**src/rtl/uart_irq_pkg.sv**
```systemverilog
package uart_irq_pkg;
  localparam int NCAUSE = 4;
  // cause positions follow the enable register bit order
  localparam int C_RDA  = 0;
  localparam int C_THRE = 1;
  localparam int C_RLS  = 2;
  localparam int C_MSR  = 3;

  typedef logic [NCAUSE-1:0] cause_vec_t;

  // {code[1:0], none_pending}
  function automatic logic [2:0] iir_code(cause_vec_t act);
    logic [2:0] c;
    if (act[C_RLS])       c = 3'b110;
    else if (act[C_RDA])  c = 3'b100;
    else if (act[C_THRE]) c = 3'b010;
    else if (act[C_MSR])  c = 3'b000;
    else                  c = 3'b001;
    return c;
  endfunction
endpackage

```
**src/rtl/uart_irq_ier_reg.sv**
```systemverilog
module uart_irq_ier_reg
  import uart_irq_pkg::*;
(
  input  logic       clk,
  input  logic       rst_n,
  input  logic       wr_sel,
  input  cause_vec_t wbits,
  input  logic       thr_empty,
  output cause_vec_t ier_q,
  output logic       thre_arm
);
  // bit 1 rising under a write while the holding register is empty
  assign thre_arm = wr_sel & wbits[C_THRE] & ~ier_q[C_THRE] & thr_empty;

  always_ff @(posedge clk) begin
    if (!rst_n)      ier_q <= '0;
    else if (wr_sel) ier_q <= wbits;
  end
endmodule

```
**src/rtl/uart_irq_pend.sv**
```systemverilog
module uart_irq_pend
  import uart_irq_pkg::*;
(
  input  logic       clk,
  input  logic       rst_n,
  input  cause_vec_t set,
  input  cause_vec_t clr,
  output cause_vec_t pend_q
);
  for (genvar g = 0; g < NCAUSE; g++) begin : g_latch
    always_ff @(posedge clk) begin
      if (!rst_n)      pend_q[g] <= 1'b0;
      else if (set[g]) pend_q[g] <= 1'b1;
      else if (clr[g]) pend_q[g] <= 1'b0;
    end
  end
endmodule

```
**src/rtl/uart_irq_encode.sv**
```systemverilog
module uart_irq_encode
  import uart_irq_pkg::*;
(
  input  cause_vec_t pend,
  input  cause_vec_t ena,
  output logic [2:0] code,
  output logic       any
);
  cause_vec_t act;
  assign act  = pend & ena;
  assign any  = |act;
  assign code = iir_code(act);
endmodule

```
**src/rtl/uart_irq_prio.sv**
```systemverilog
module uart_irq_prio
  import uart_irq_pkg::*;
#(
  parameter int ADDR_W  = 3,
  parameter int DATA_W  = 8,
  parameter int IER_OFS = 1,
  parameter int IIR_OFS = 2
) (
  input  logic              clk,
  input  logic              rst_n,
  input  logic [ADDR_W-1:0] addr,
  input  logic              rd_en,
  input  logic              wr_en,
  input  logic [DATA_W-1:0] wdata,
  output logic [DATA_W-1:0] rdata,
  input  logic              dlab,
  input  logic              thr_empty,
  input  logic              ev_rls,
  input  logic              ev_rda,
  input  logic              ev_thre,
  input  logic              ev_msr,
  input  logic              lsr_rd,
  input  logic              rbr_rd,
  input  logic              msr_rd,
  input  logic              thr_wr,
  output logic              irq
);
  localparam logic [ADDR_W-1:0] IER_A = ADDR_W'(IER_OFS);
  localparam logic [ADDR_W-1:0] IIR_A = ADDR_W'(IIR_OFS);

  // named internal events
  logic       ier_sel, iir_sel, ier_wr, iir_rd, thre_seen_rd, thre_arm;
  cause_vec_t ier_q, pend_q, set_v, clr_v;
  logic [2:0] iir_val;
  logic       unused_hi;

  assign ier_sel      = (addr == IER_A) & ~dlab;
  assign iir_sel      = (addr == IIR_A);
  assign ier_wr       = wr_en & ier_sel;
  assign iir_rd       = rd_en & iir_sel;
  assign thre_seen_rd = iir_rd & (iir_val == 3'b010);
  assign unused_hi    = ^wdata[DATA_W-1:NCAUSE];

  uart_irq_ier_reg u_ier (
    .clk(clk), .rst_n(rst_n), .wr_sel(ier_wr), .wbits(wdata[NCAUSE-1:0]),
    .thr_empty(thr_empty), .ier_q(ier_q), .thre_arm(thre_arm)
  );

  always_comb begin
    set_v         = '0;
    clr_v         = '0;
    set_v[C_RLS]  = ev_rls;
    set_v[C_RDA]  = ev_rda;
    set_v[C_THRE] = ev_thre | thre_arm;
    set_v[C_MSR]  = ev_msr;
    clr_v[C_RLS]  = lsr_rd;
    clr_v[C_RDA]  = rbr_rd;
    clr_v[C_THRE] = thr_wr | thre_seen_rd;
    clr_v[C_MSR]  = msr_rd;
  end

  uart_irq_pend u_pend (
    .clk(clk), .rst_n(rst_n), .set(set_v), .clr(clr_v), .pend_q(pend_q)
  );

  uart_irq_encode u_enc (
    .pend(pend_q), .ena(ier_q), .code(iir_val), .any(irq)
  );

  always_comb begin
    rdata = '0;
    if (rd_en) begin
      if (ier_sel)      rdata[NCAUSE-1:0] = ier_q;
      else if (iir_sel) rdata[2:0]        = iir_val;
    end
  end
endmodule

```
**config.mk**
```make
export PLATFORM = sky130hd
export DESIGN_NAME = uart_irq_prio
export DESIGN_NICKNAME = d
export VERILOG_FILES = /design/src/rtl/uart_irq_pkg.sv /design/src/rtl/uart_irq_ier_reg.sv /design/src/rtl/uart_irq_pend.sv /design/src/rtl/uart_irq_encode.sv /design/src/rtl/uart_irq_prio.sv
export SDC_FILE = /design/constraint.sdc
export NUM_CORES = 1
export LEC_CHECK = 0
export ABC_AREA = 1
export CORE_MARGIN = 2
export CORE_UTILIZATION = 37
export CTS_CLUSTER_SIZE = 30
export DETAILED_ROUTE_END_ITERATION = 7
export PLACE_DENSITY = 0.9
export REMOVE_ABC_BUFFERS = 1
export SLEW_MARGIN = 20
export SYNTH_ARGS = -nofsm -noshare
export SYNTH_HDL_FRONTEND = slang
export SYNTH_HIERARCHICAL = 1
export SYNTH_SLANG_ARGS = --single-unit
```
**constraint.sdc**
```tcl
create_clock -name clk -period 2.65 [get_ports clk]
set_input_delay 0.3975 -clock clk [delete_from_list [all_inputs] [get_ports clk]]
set_output_delay 0.3975 -clock clk [all_outputs]
set_load 0.02 [all_outputs]
```
==> run metrics <==
Reg power frac=0.468; Clk pwr share=0.317; post-DP HPWL=908 microns; largest area contributor in the netlist=dfxtp_1; fill count=147; mux contribution to synthesized area=0; register area share after synthesis=0.308; Max Transition Viols Final=0; CTS tree=done; pin count of the biggest net entering global routing=7; Area contributors post-synth=dfxtp_1 31%, inv_1 11%, nand2_1 7.9%; initial antenna violation count=0; critical path's most frequent cell=clkdlybuf4s50_1; Synth Area per Inst=6.43 sq um; cell family with most CP delay=buffers and inverters; Initial Util=0.400; pre-CTS setup slack=0.313 ns; Area Growth Syn to Fin=52.4%; Worst EP required=2.25 ns; grt ovf=0; commonest non-fill, non-tap cell in the layout=clkdlybuf4s50_1; Crit path arrival time=1.95 ns; Comb power frac=0.214; RSZ-0062 raised after global routing=no; DR DRC count=0; P_int=212 uW; post-synthesis register bit count=8; I/O pin count=34; area of the die=1720 sq um; post-synth top area share=0.308; Post-CTS Setup Bufs=0; xor/xnor cell area share of the yosys netlist=0; number of iterations in the first detailed-routing pass=4; Overall Global Routing Usage=0.130; Synth Area in Compound Gates=0.127; most frequent cells in the layout=25 x clkdlybuf4s50_1, 15 x inv_1, 11 x nand2_1; largest family of logic cells by synthesized area=simple AND/OR/NAND/NOR gates; vias in the first global route=479; Die Y=41.5 microns; RePlAce Congestion=0.750; maximum net fanout on the critical path=4; overall power=276 uW; setup_tns=0 ns; Hold/Removal Path Class=reg -> reg; Leakage=0.358 nW; num rows=13; H-tree levels=1; worst-skew pair later-pin latency=0.24 ns; stages on the worst setup path=5; Switching Fraction=0.234; worst setup margin=0.302 ns; Yosys cell types=18; number of buffers created by CTS=3; Slowest-stage cell, CP=clkdlybuf4s50_1; first-pass GRT wire length=1.83 mm; simple-gate portion of the synthesized area=0.370; Startpoint Class=input port; Synth Instances=81; worst path bufs/invs=2; cell area after synthesis=520 sq um; outcome=completed; drt wl/cell=8.81 microns; antenna cells=0; peak supply drop=0.000171 V; Power per Cell Area=348 nW/um^2; crit path kind=in -> out; Tmin final=2.35 ns; final setup fails=0; cell at the root of the clock tree=clkbuf_4; final WL=1.08 mm; CP peak stage delay=0.62 ns; multi-input logic area=274 sq um; Max Buffers Root-to-Sink=2; Clock transition at path regs=0.05 ns; 1st-iter DRT viols=5; Tcrit/Tclk final=0.886; Adder-Cell Fraction of Synth Area=0; Final #Nets=135; CP cell instances=clkdlybuf4s50_1 > nor2_2 > nand2_2 > nor3b_2 > clkdlybuf4s50_1; die width=41.5 microns; Hold Crit Depth=2; CTS Hold Buffers Added=0; Max Clk Rate=426 MHz; Worst Skew=0.00494 ns; Critical Path Sink Type=primary output; layout cells sized above 1=0.157; Clock Sinks=8; Psw=64.7 uW; vias post-DR=552; core footprint=1300 sq um; Reg2Reg Depth=9; Hold Fails Final Rpt=0; Final ANT Viol Nets=0; post-CTS sizing=0; Max Cap Viol=0; I/O Buffers=25; Sequential Area=160 sq um; Yosys warnings=6; vias per cell=4.49
stage by stage:
stage	cell area, sq um	std cells	util	hold WS, ns
floorplan	502	80	-	0.439
global placement	771	120	0.592	0.453
detailed placement	771	120	0.592	0.460
CTS	793	123	0.610	0.466
global route	793	123	0.610	0.481
finish	793	123	0.610	0.465
worst reg2reg max path, cell delays in order, from the launching register on:
cell,delay (ns)
dfxtp_1,0.40
nand2_1,0.08
nand2_1,0.10
nor2_2,0.05
nor2_1,0.10
nand2_1,0.06
o21bai_1,0.14
inv_1,0.06
nand2_1,0.05
a21oi_1,0.05
registers in the layout, summed over array words and instances (netlist names):
name / count
u_ier/ier_q: 4
u_pend/pend_q: 4
synth_stat cells:
cell / count
a21oi_1: 7
buf_4: 4
dfxtp_1: 8
nand2_1: 11
a21oi_2: 1
o21ai_0: 3
nand3_1: 5
nor2_1: 9
conb_1: 1
nor2_2: 3
inv_1: 15
o21bai_1: 1
nand2_2: 4
nand4_1: 3
inv_2: 3
nand2_4: 1
nor3b_2: 1
or2_2: 1
logic make-up (layout without fill, tap and decap cells):
family                 count (synthesis)  after routing
buffers and inverters                 22             46
DFF                                    8              8
and+or+nand+nor                       38             38
other                                  1              4
AOI/OAI and AO/OA                     12             12
power by group through the flow:
stage / Combinational [mW] / Sequential [mW] / Clock [mW]
final: 0.0592 / 0.129 / 0.0877
after global routing: 0.0642 / 0.130 / 0.102
after CTS: 0.0594 / 0.129 / 0.0920
after detailed placement: 0.0590 / 0.132 / 0
after global placement: 0.0580 / 0.132 / 0
after floorplan: 0.0238 / 0.131 / 0
worst paths after layout:
path                                 start                            end  slack (ns)
max                                addr[1]                       rdata[3]        0.30
min          u_pend/pend_q[3]$_SDFFE_PN0P_  u_pend/pend_q[3]$_SDFFE_PN0P_        0.46
max reg2reg    u_ier/ier_q[1]$_SDFFE_PN0P_  u_pend/pend_q[1]$_SDFFE_PN0P_        1.45
min reg2reg  u_pend/pend_q[3]$_SDFFE_PN0P_  u_pend/pend_q[3]$_SDFFE_PN0P_        0.46
layer usage:
metal,share of wire,wire (microns),GRT usage
met2,0.49,532,0.222
met5,0,0,0
met1,0.42,454,0.151
met4,0,0,0.0581
met3,0.090,98,0.0348
final cells by class:
| cell class | count | share of cell area |
|---|---|---|
| multi-input cells | 54 | 0.345 |
| flip-flops and latches | 8 | 0.202 |
| repair buffers | 25 | 0.315 |
| clock buffers | 3 | 0.0284 |
| inverters | 18 | 0.0852 |
| well taps | 15 | 0.0237 |
Power figures use the tool's default switching activity.
